--- src/rtl/nand_rd_pkg.sv ---
package nand_rd_pkg;
  localparam int COL_W      = 10;
  localparam int COL_LAST   = 527;
  localparam int SPARE_BASE = 512;
  localparam logic [7:0] CMD_LOW   = 8'h00;
  localparam logic [7:0] CMD_HIGH  = 8'h01;
  localparam logic [7:0] CMD_SPARE = 8'h50;

  typedef enum logic [1:0] {RG_LOW, RG_HIGH, RG_SPARE} region_e;
  typedef enum logic [1:0] {ST_IDLE, ST_ADDR, ST_BUSY, ST_READ} state_e;

  function automatic logic [7:0] cell_value(input logic [15:0] page, input logic [COL_W-1:0] col);
    logic [7:0] hi;
    hi = {6'b0, col[9:8]};
    return 8'(col[7:0] + 8'(page[7:0] * 8'd29) + 8'(hi * 8'd101));
  endfunction
endpackage

--- src/rtl/nand_rd_busy.sv ---
module nand_rd_busy #(
  parameter int LATENCY = 20
) (
  input  logic clk,
  input  logic rst_n,
  input  logic start,
  input  logic abort,
  output logic busy,
  output logic done
);
  localparam int CNT_W = $clog2(LATENCY + 1);
  localparam logic [CNT_W-1:0] RELOAD = CNT_W'(LATENCY - 1);

  logic [CNT_W-1:0] cnt;

  assign done = busy && (cnt == '0);

  always_ff @(posedge clk or negedge rst_n) begin
    if (!rst_n) begin
      busy <= 1'b0;
      cnt  <= '0;
    end else if (abort) begin
      busy <= 1'b0;
    end else if (start) begin
      busy <= 1'b1;
      cnt  <= RELOAD;
    end else if (busy) begin
      if (cnt == '0) busy <= 1'b0;
      else           cnt  <= cnt - 1'b1;
    end
  end

  AST_BUSY_AFTER_START: assert property (@(posedge clk) disable iff (!rst_n)
    start && !abort |=> busy);
  AST_BUSY_HOLDS: assert property (@(posedge clk) disable iff (!rst_n)
    busy && !abort && !done |=> busy);
endmodule

--- src/rtl/nand_rd_ptr.sv ---
module nand_rd_ptr import nand_rd_pkg::*; #(
  parameter int PAGE_W = 4
) (
  input  logic              clk,
  input  logic              rst_n,
  input  logic              col_ld,
  input  logic [COL_W-1:0]  col_val,
  input  logic              row_lo_ld,
  input  logic              row_hi_ld,
  input  logic [7:0]        bus,
  input  logic              step,
  input  logic              spare,
  output logic [COL_W-1:0]  col,
  output logic [PAGE_W-1:0] page,
  output logic              wrap
);
  logic [7:0] row_lo;

  assign wrap = step && (col == COL_W'(COL_LAST));

  always_ff @(posedge clk or negedge rst_n) begin
    if (!rst_n) begin
      col    <= '0;
      page   <= '0;
      row_lo <= '0;
    end else begin
      if (col_ld)    col    <= col_val;
      if (row_lo_ld) row_lo <= bus;
      if (row_hi_ld) page   <= PAGE_W'({bus, row_lo});
      if (step) begin
        if (wrap) begin
          col  <= spare ? COL_W'(SPARE_BASE) : '0;
          page <= page + 1'b1;
        end else begin
          col  <= col + 1'b1;
        end
      end
    end
  end

  AST_COL_IN_RANGE: assert property (@(posedge clk) disable iff (!rst_n)
    col <= COL_W'(COL_LAST));
  AST_WRAP_PAGE: assert property (@(posedge clk) disable iff (!rst_n)
    wrap && !row_hi_ld |=> page == $past(page) + 1'b1);
endmodule

--- src/rtl/nand_rd_ctrl.sv ---
module nand_rd_ctrl import nand_rd_pkg::*; (
  input  logic             clk,
  input  logic             rst_n,
  input  logic             ce_n,
  input  logic             cle,
  input  logic             ale,
  input  logic             we,
  input  logic             re,
  input  logic [7:0]       bus,
  input  logic             done,
  input  logic             wrap,
  output state_e           state,
  output region_e          region,
  output logic             col_ld,
  output logic [COL_W-1:0] col_val,
  output logic             row_lo_ld,
  output logic             row_hi_ld,
  output logic             start,
  output logic             cancel,
  output logic             step
);
  logic [1:0] idx;
  logic accept, cmd_ok, cmd_hit, addr_hit, live, drop;

  assign accept   = !ce_n && we;
  assign cmd_ok   = (bus == CMD_LOW) || (bus == CMD_HIGH) || (bus == CMD_SPARE);
  assign cmd_hit  = accept && cle && !ale && cmd_ok;
  assign addr_hit = accept && ale && !cle && (state == ST_IDLE || state == ST_ADDR);
  assign live     = (state == ST_BUSY) || (state == ST_READ);
  assign drop     = ce_n && live;
  assign cancel   = drop || cmd_hit;

  assign col_ld    = addr_hit && (idx == 2'd0);
  assign row_lo_ld = addr_hit && (idx == 2'd1);
  assign row_hi_ld = addr_hit && (idx == 2'd2);
  assign start     = row_hi_ld;
  assign step      = (state == ST_READ) && !ce_n && re && !we;

  always_comb begin
    unique case (region)
      RG_HIGH:  col_val = {2'b01, bus};
      RG_SPARE: col_val = COL_W'(SPARE_BASE) + COL_W'(bus[3:0]);
      default:  col_val = {2'b00, bus};
    endcase
  end

  always_ff @(posedge clk or negedge rst_n) begin
    if (!rst_n) begin
      state  <= ST_IDLE;
      region <= RG_LOW;
      idx    <= 2'd0;
    end else if (drop) begin
      state <= ST_IDLE;
      idx   <= 2'd0;
    end else if (cmd_hit) begin
      state <= ST_ADDR;
      idx   <= 2'd0;
      if (bus == CMD_HIGH)       region <= RG_HIGH;
      else if (bus == CMD_SPARE) region <= RG_SPARE;
      else                       region <= RG_LOW;
    end else if (addr_hit) begin
      if (idx == 2'd2) begin
        state <= ST_BUSY;
        idx   <= 2'd0;
      end else begin
        state <= ST_ADDR;
        idx   <= idx + 1'b1;
      end
    end else if (state == ST_BUSY && done) begin
      state <= ST_READ;
    end else if (wrap) begin
      state <= ST_BUSY;
    end
  end

  AST_DONE_ONLY_BUSY: assert property (@(posedge clk) disable iff (!rst_n)
    done |-> state == ST_BUSY);
  AST_BAD_CMD_KEEPS_REGION: assert property (@(posedge clk) disable iff (!rst_n)
    accept && cle && !ale && !cmd_ok |=> $stable(region));
endmodule

--- src/rtl/nand_page_reader.sv ---
module nand_page_reader import nand_rd_pkg::*; #(
  parameter int PAGE_W  = 4,
  parameter int LATENCY = 20
) (
  input  logic       clk,
  input  logic       rst_n,
  input  logic       ce_n_i,
  input  logic       cle_i,
  input  logic       ale_i,
  input  logic       we_i,
  input  logic       re_i,
  input  logic [7:0] io_i,
  output logic [7:0] io_o,
  output logic       io_oe_o,
  output logic       rb_o
);
  state_e            state;
  region_e           region;
  logic              col_ld, row_lo_ld, row_hi_ld, start, cancel, step;
  logic              busy, done, wrap;
  logic [COL_W-1:0]  col_val, col;
  logic [PAGE_W-1:0] page;

  nand_rd_ctrl u_ctrl (
    .clk(clk), .rst_n(rst_n), .ce_n(ce_n_i), .cle(cle_i), .ale(ale_i), .we(we_i),
    .re(re_i), .bus(io_i), .done(done), .wrap(wrap), .state(state), .region(region),
    .col_ld(col_ld), .col_val(col_val), .row_lo_ld(row_lo_ld), .row_hi_ld(row_hi_ld),
    .start(start), .cancel(cancel), .step(step)
  );

  nand_rd_ptr #(.PAGE_W(PAGE_W)) u_ptr (
    .clk(clk), .rst_n(rst_n), .col_ld(col_ld), .col_val(col_val),
    .row_lo_ld(row_lo_ld), .row_hi_ld(row_hi_ld), .bus(io_i), .step(step),
    .spare(region == RG_SPARE), .col(col), .page(page), .wrap(wrap)
  );

  nand_rd_busy #(.LATENCY(LATENCY)) u_busy (
    .clk(clk), .rst_n(rst_n), .start(start || wrap), .abort(cancel),
    .busy(busy), .done(done)
  );

  assign rb_o    = !busy;
  assign io_oe_o = step;
  assign io_o    = cell_value(16'(page), col);

  AST_NO_OE_WHILE_BUSY: assert property (@(posedge clk) disable iff (!rst_n)
    !rb_o |-> !io_oe_o);
  AST_ABORT_READY: assert property (@(posedge clk) disable iff (!rst_n)
    ce_n_i && !rb_o |=> rb_o);
  AST_WRAP_RELOAD: assert property (@(posedge clk) disable iff (!rst_n)
    io_oe_o && col == COL_W'(COL_LAST) |=> !rb_o);
  AST_SPARE_STAYS: assert property (@(posedge clk) disable iff (!rst_n)
    region == RG_SPARE && state == ST_READ |-> col >= COL_W'(SPARE_BASE));
  AST_OE_NEEDS_CE: assert property (@(posedge clk) disable iff (!rst_n)
    io_oe_o |-> !ce_n_i && re_i);
endmodule

--- config.mk ---
export PLATFORM = sky130hd
export DESIGN_NAME = nand_page_reader
export DESIGN_NICKNAME = d
export VERILOG_FILES = /design/src/rtl/nand_rd_pkg.sv /design/src/rtl/nand_rd_busy.sv /design/src/rtl/nand_rd_ptr.sv /design/src/rtl/nand_rd_ctrl.sv /design/src/rtl/nand_page_reader.sv
export SDC_FILE = /design/constraint.sdc
export NUM_CORES = 1
export LEC_CHECK = 0
export BUFFER_PORTS_ARGS = -buffer_cell sky130_fd_sc_hd__buf_2
export CORE_MARGIN = 4
export CORE_UTILIZATION = 50
export CTS_CLUSTER_SIZE = 24
export DETAILED_ROUTE_END_ITERATION = 12
export GPL_ROUTABILITY_DRIVEN = 0
export GPL_TIMING_DRIVEN = 0
export PLACE_DENSITY = 0.71
export SLEW_MARGIN = 20
export SYNTH_ARGS = -nofsm -noshare
export SYNTH_HDL_FRONTEND = slang
export SYNTH_HIERARCHICAL = 1
export SYNTH_SLANG_ARGS = --single-unit
export TNS_END_PERCENT = 1
--- constraint.sdc ---
create_clock -name clk -period 3.9 [get_ports clk]
set_input_delay 0.78 -clock clk [delete_from_list [all_inputs] [get_ports clk]]
set_output_delay 0.78 -clock clk [all_outputs]
set_load 0.02 [all_outputs]
==> metrics.cfg <==
[pwr]
seq_power_share = 0.242
p_clk_frac = 0.128
power.switching_mw = 1.08
power_density_mw_per_mm2 = 732
combPwrFrac = 0.630
cell_internal_pwr_mw = 1.31
power.leakage_nw = 1.54
ir_worst_vdd_mv = 0.545
netSwitchingFraction = 0.452

[sta]
timing.final.ws_setup_ps = -531
hold_viol = 0
slew_headroom = 0.541
maxSlewViolCount = 0
finalClockSkew_ps = 4.91
max_slew.worst_pin.slew_ps = 689
rsz0062_at_grt = true
finalSetupViolations = 4
fmax_mhz = 226
setup_tns_ps = -1420
fin_crit_sh = 1.14
period_minus_slack_ps = 4430

[global_route]
grt_pass1_vias = 2235
overflow = 0
track_usage = 0.202
antenna_found_initial = 0
grt_pass1_wl_um = 10500
grt_max_degree = 31

[setup_path]
cpPeakStageDelay_ps = 520
critPathLaunchType = flop
crit_arrival_ps = 3650
worstSetupStartpoint = u_ptr/page[1]
cp.required_ps = 3120
cp_max_fo = 5
critPathSlowestCell = or4b_1
path_class = flop to output port
worstSetupEndpointType = output port
crit_chain = ha_4, inv_2, fa_1, inv_1, fa_1, inv_1, fa_1, inv_2, ha_4, inv_2, or4b_1, nand3_2, buf_6
regToRegStartpoint = u_ctrl/state[1]

[worst_hold_path]
hold_class = flop to flop
hold_start = u_ptr/row_lo[0]

[die]
rows = 26
dieWidth_um = 82.5
die_h_um = 82.5
io_pins = 25
core_area_mm2 = 0.00524
initial_utilization = 0.530
fp.dieArea_mm2 = 0.00680

[drt]
drt_pre_antenna_iters = 4
drc_errors = 0
dr_wl_met2_um = 2980
finalWirelength_um = 6030
postRouteAntennaNets = 0
top_layer_used = met4
wl_met1_um = 2700
vias = 2245
viasPerCell = 5.58
wire_per_inst_um = 15.0
initialDrtViolationCount = 225
met3_length_um = 249

[clocking]
cts_buffers = 5
cts.clk_slew.worst_paths_ps = 70
cts_buffer_depth = 2
clock_sinks = 30
tritoncts = built
root_buffer = clkbuf_8
htreeDepth = 2
insertion_delay_ps = 280

[job]
max_cap_viol_count = 0

[place]
dp_hpwl_um = 4380
io_buffer_count = 24

[synthesis]
synth.most_common_cell = inv_1
synth-seq-cells = 30
ys_seq_area_frac = 0.271
synth_cell_types = 65
syn_area_per_cell_um2 = 9.47
synth_area_leaders = dfrtp_1 (27%), ha_1 (12%), fa_1 (8.7%)
async_reset_ff_frac = 1.00
syn_area_mm2 = 0.00277
yosysTopAreaCell = dfrtp_1
synth.top_cell.area_share = 0.271
synth_common_cells = inv_1 (41), dfrtp_1 (30), ha_1 (27), nand2_1 (18), fa_1 (12)
netlist_instances = 293
yosysWarnings = 6
dominantRegCellSynth = dfrtp_1
synth_edf_count = 0
synth_nets = 347

[finish]
drive_above_1_share = 0.286
n_fill_cell = 458
final_util = 0.625
area_growth_pct = 18.0
diodes = 0
fin_nets = 385

[outcome]
status = finished, violations left
violations = setup timing

[per-stage QoR]
stage                     cells  instance area, µm²  setup slack, ps  total power, mW  hold slack (ps)
after floorplan             293                2810             -143             1.56              480
after detailed placement    387                3010             -403             1.87              496
after global placement      387                3010             -370             1.84              495
final                       402                3270             -531             2.40              514
after CTS                   401                3220             -543             2.33              512
after global routing        402                3270             -644             2.61              540
[path summary, 6_finish.rpt]
path / slack [ps] / to / cells after the start
worst max-delay path: -530 / io_o[6] / 13
worst min-delay path: 510 / u_ptr/row_lo[0] / 1
worst max register to register: 1430 / u_busy/cnt[1] / 8
worst min register to register: 510 / u_ptr/row_lo[0] / 1
max in group asynchronous: 2870 / u_ptr/col[8] / 1
min in group asynchronous: 540 / u_ctrl/state[1] / 1
[per-layer routing]
layer  GRT usage  up-vias
met2       0.336       44
li1            -     1104
met4      0.0648        0
met5           0        -
met3      0.0434       11
met1       0.260     1086
[registers in the layout, indices dropped and copies added (netlist names)]
register / flops
u_busy/busy: 1
u_ptr/page: 4
u_ptr/row_lo: 4
u_ctrl/state: 2
u_ctrl/region: 2
u_busy/cnt: 5
u_ptr/col: 10
u_ctrl/idx: 2
[area by class of cell]
class | instances | area, µm² | area share
buffer | 9 | 53.8 | 0.0164
clock buffer | 5 | 68.8 | 0.0210
clock inverter | 3 | 40.0 | 0.0122
inverter | 42 | 158 | 0.0482
multi-input combinational | 212 | 1920 | 0.587
sequential | 30 | 757 | 0.231
tap | 70 | 87.6 | 0.0268
timing repair buffer | 31 | 186 | 0.0570
[cell families after synthesis]
| logic type | Yosys count | share of synthesized area |
|---|---|---|
| multiplexers | 13 | 0.0501 |
| AND/OR/NAND/NOR | 95 | 0.221 |
| buffers and inverters | 51 | 0.0762 |
| flip-flops | 30 | 0.271 |
| adder cells (fa/ha/maj) | 39 | 0.208 |
| AO/OA/AOI/OAI | 52 | 0.133 |
| XOR/XNOR | 13 | 0.0410 |
[critical path: cells and delay by family, from the launching register on]
kind | cells | cell delay (ps)
flip-flops | 1 | 460
adder cells (fa/ha/maj) | 5 | 1970
buffers and inverters | 6 | 340
AND/OR/NAND/NOR | 2 | 610
[power by group through the flow]
stage | Clock, mW | Combinational (mW) | Sequential, mW
2_1_floorplan | 0 | 1.04 | 0.523
3_3_place_gp | 0 | 1.25 | 0.583
3_5_place_dp | 0 | 1.29 | 0.587
4_1_cts | 0.317 | 1.43 | 0.575
5_1_grt | 0.334 | 1.67 | 0.601
6_report | 0.307 | 1.51 | 0.579
[what timing repair did]
action,4_1_cts,5_1_grt
setup buffers,6,1
endpoints found under the setup margin,5,5
hold buffers,0,0
resized for setup,12,8
pin swaps,7,5
[cells in the final DEF (no fill, tap or decap), types with 3 or more instances in the layout]
master / instances
ha_1: 22
nand2_1: 18
mux2_2: 7
nor3_1: 7
fa_1: 11
buf_4: 15
o31ai_1: 5
nor2b_1: 11
buf_2: 21
nand3_2: 4
a211oi_1: 3
a21oi_1: 6
dfrtp_2: 5
ha_4: 5
dfrtp_1: 25
clkbuf_1: 3
nor4_1: 5
inv_1: 39
nand2b_1: 6
xor2_1: 5
xnor2_1: 6
clkbuf_8: 5
o211a_1: 3
mux2i_1: 6
nand4_1: 5
a31oi_1: 4
o21ai_0: 8
a21oi_2: 3
inv_2: 3
nor2_1: 9
No activity file was read; power rests on OpenSTA's default activity.
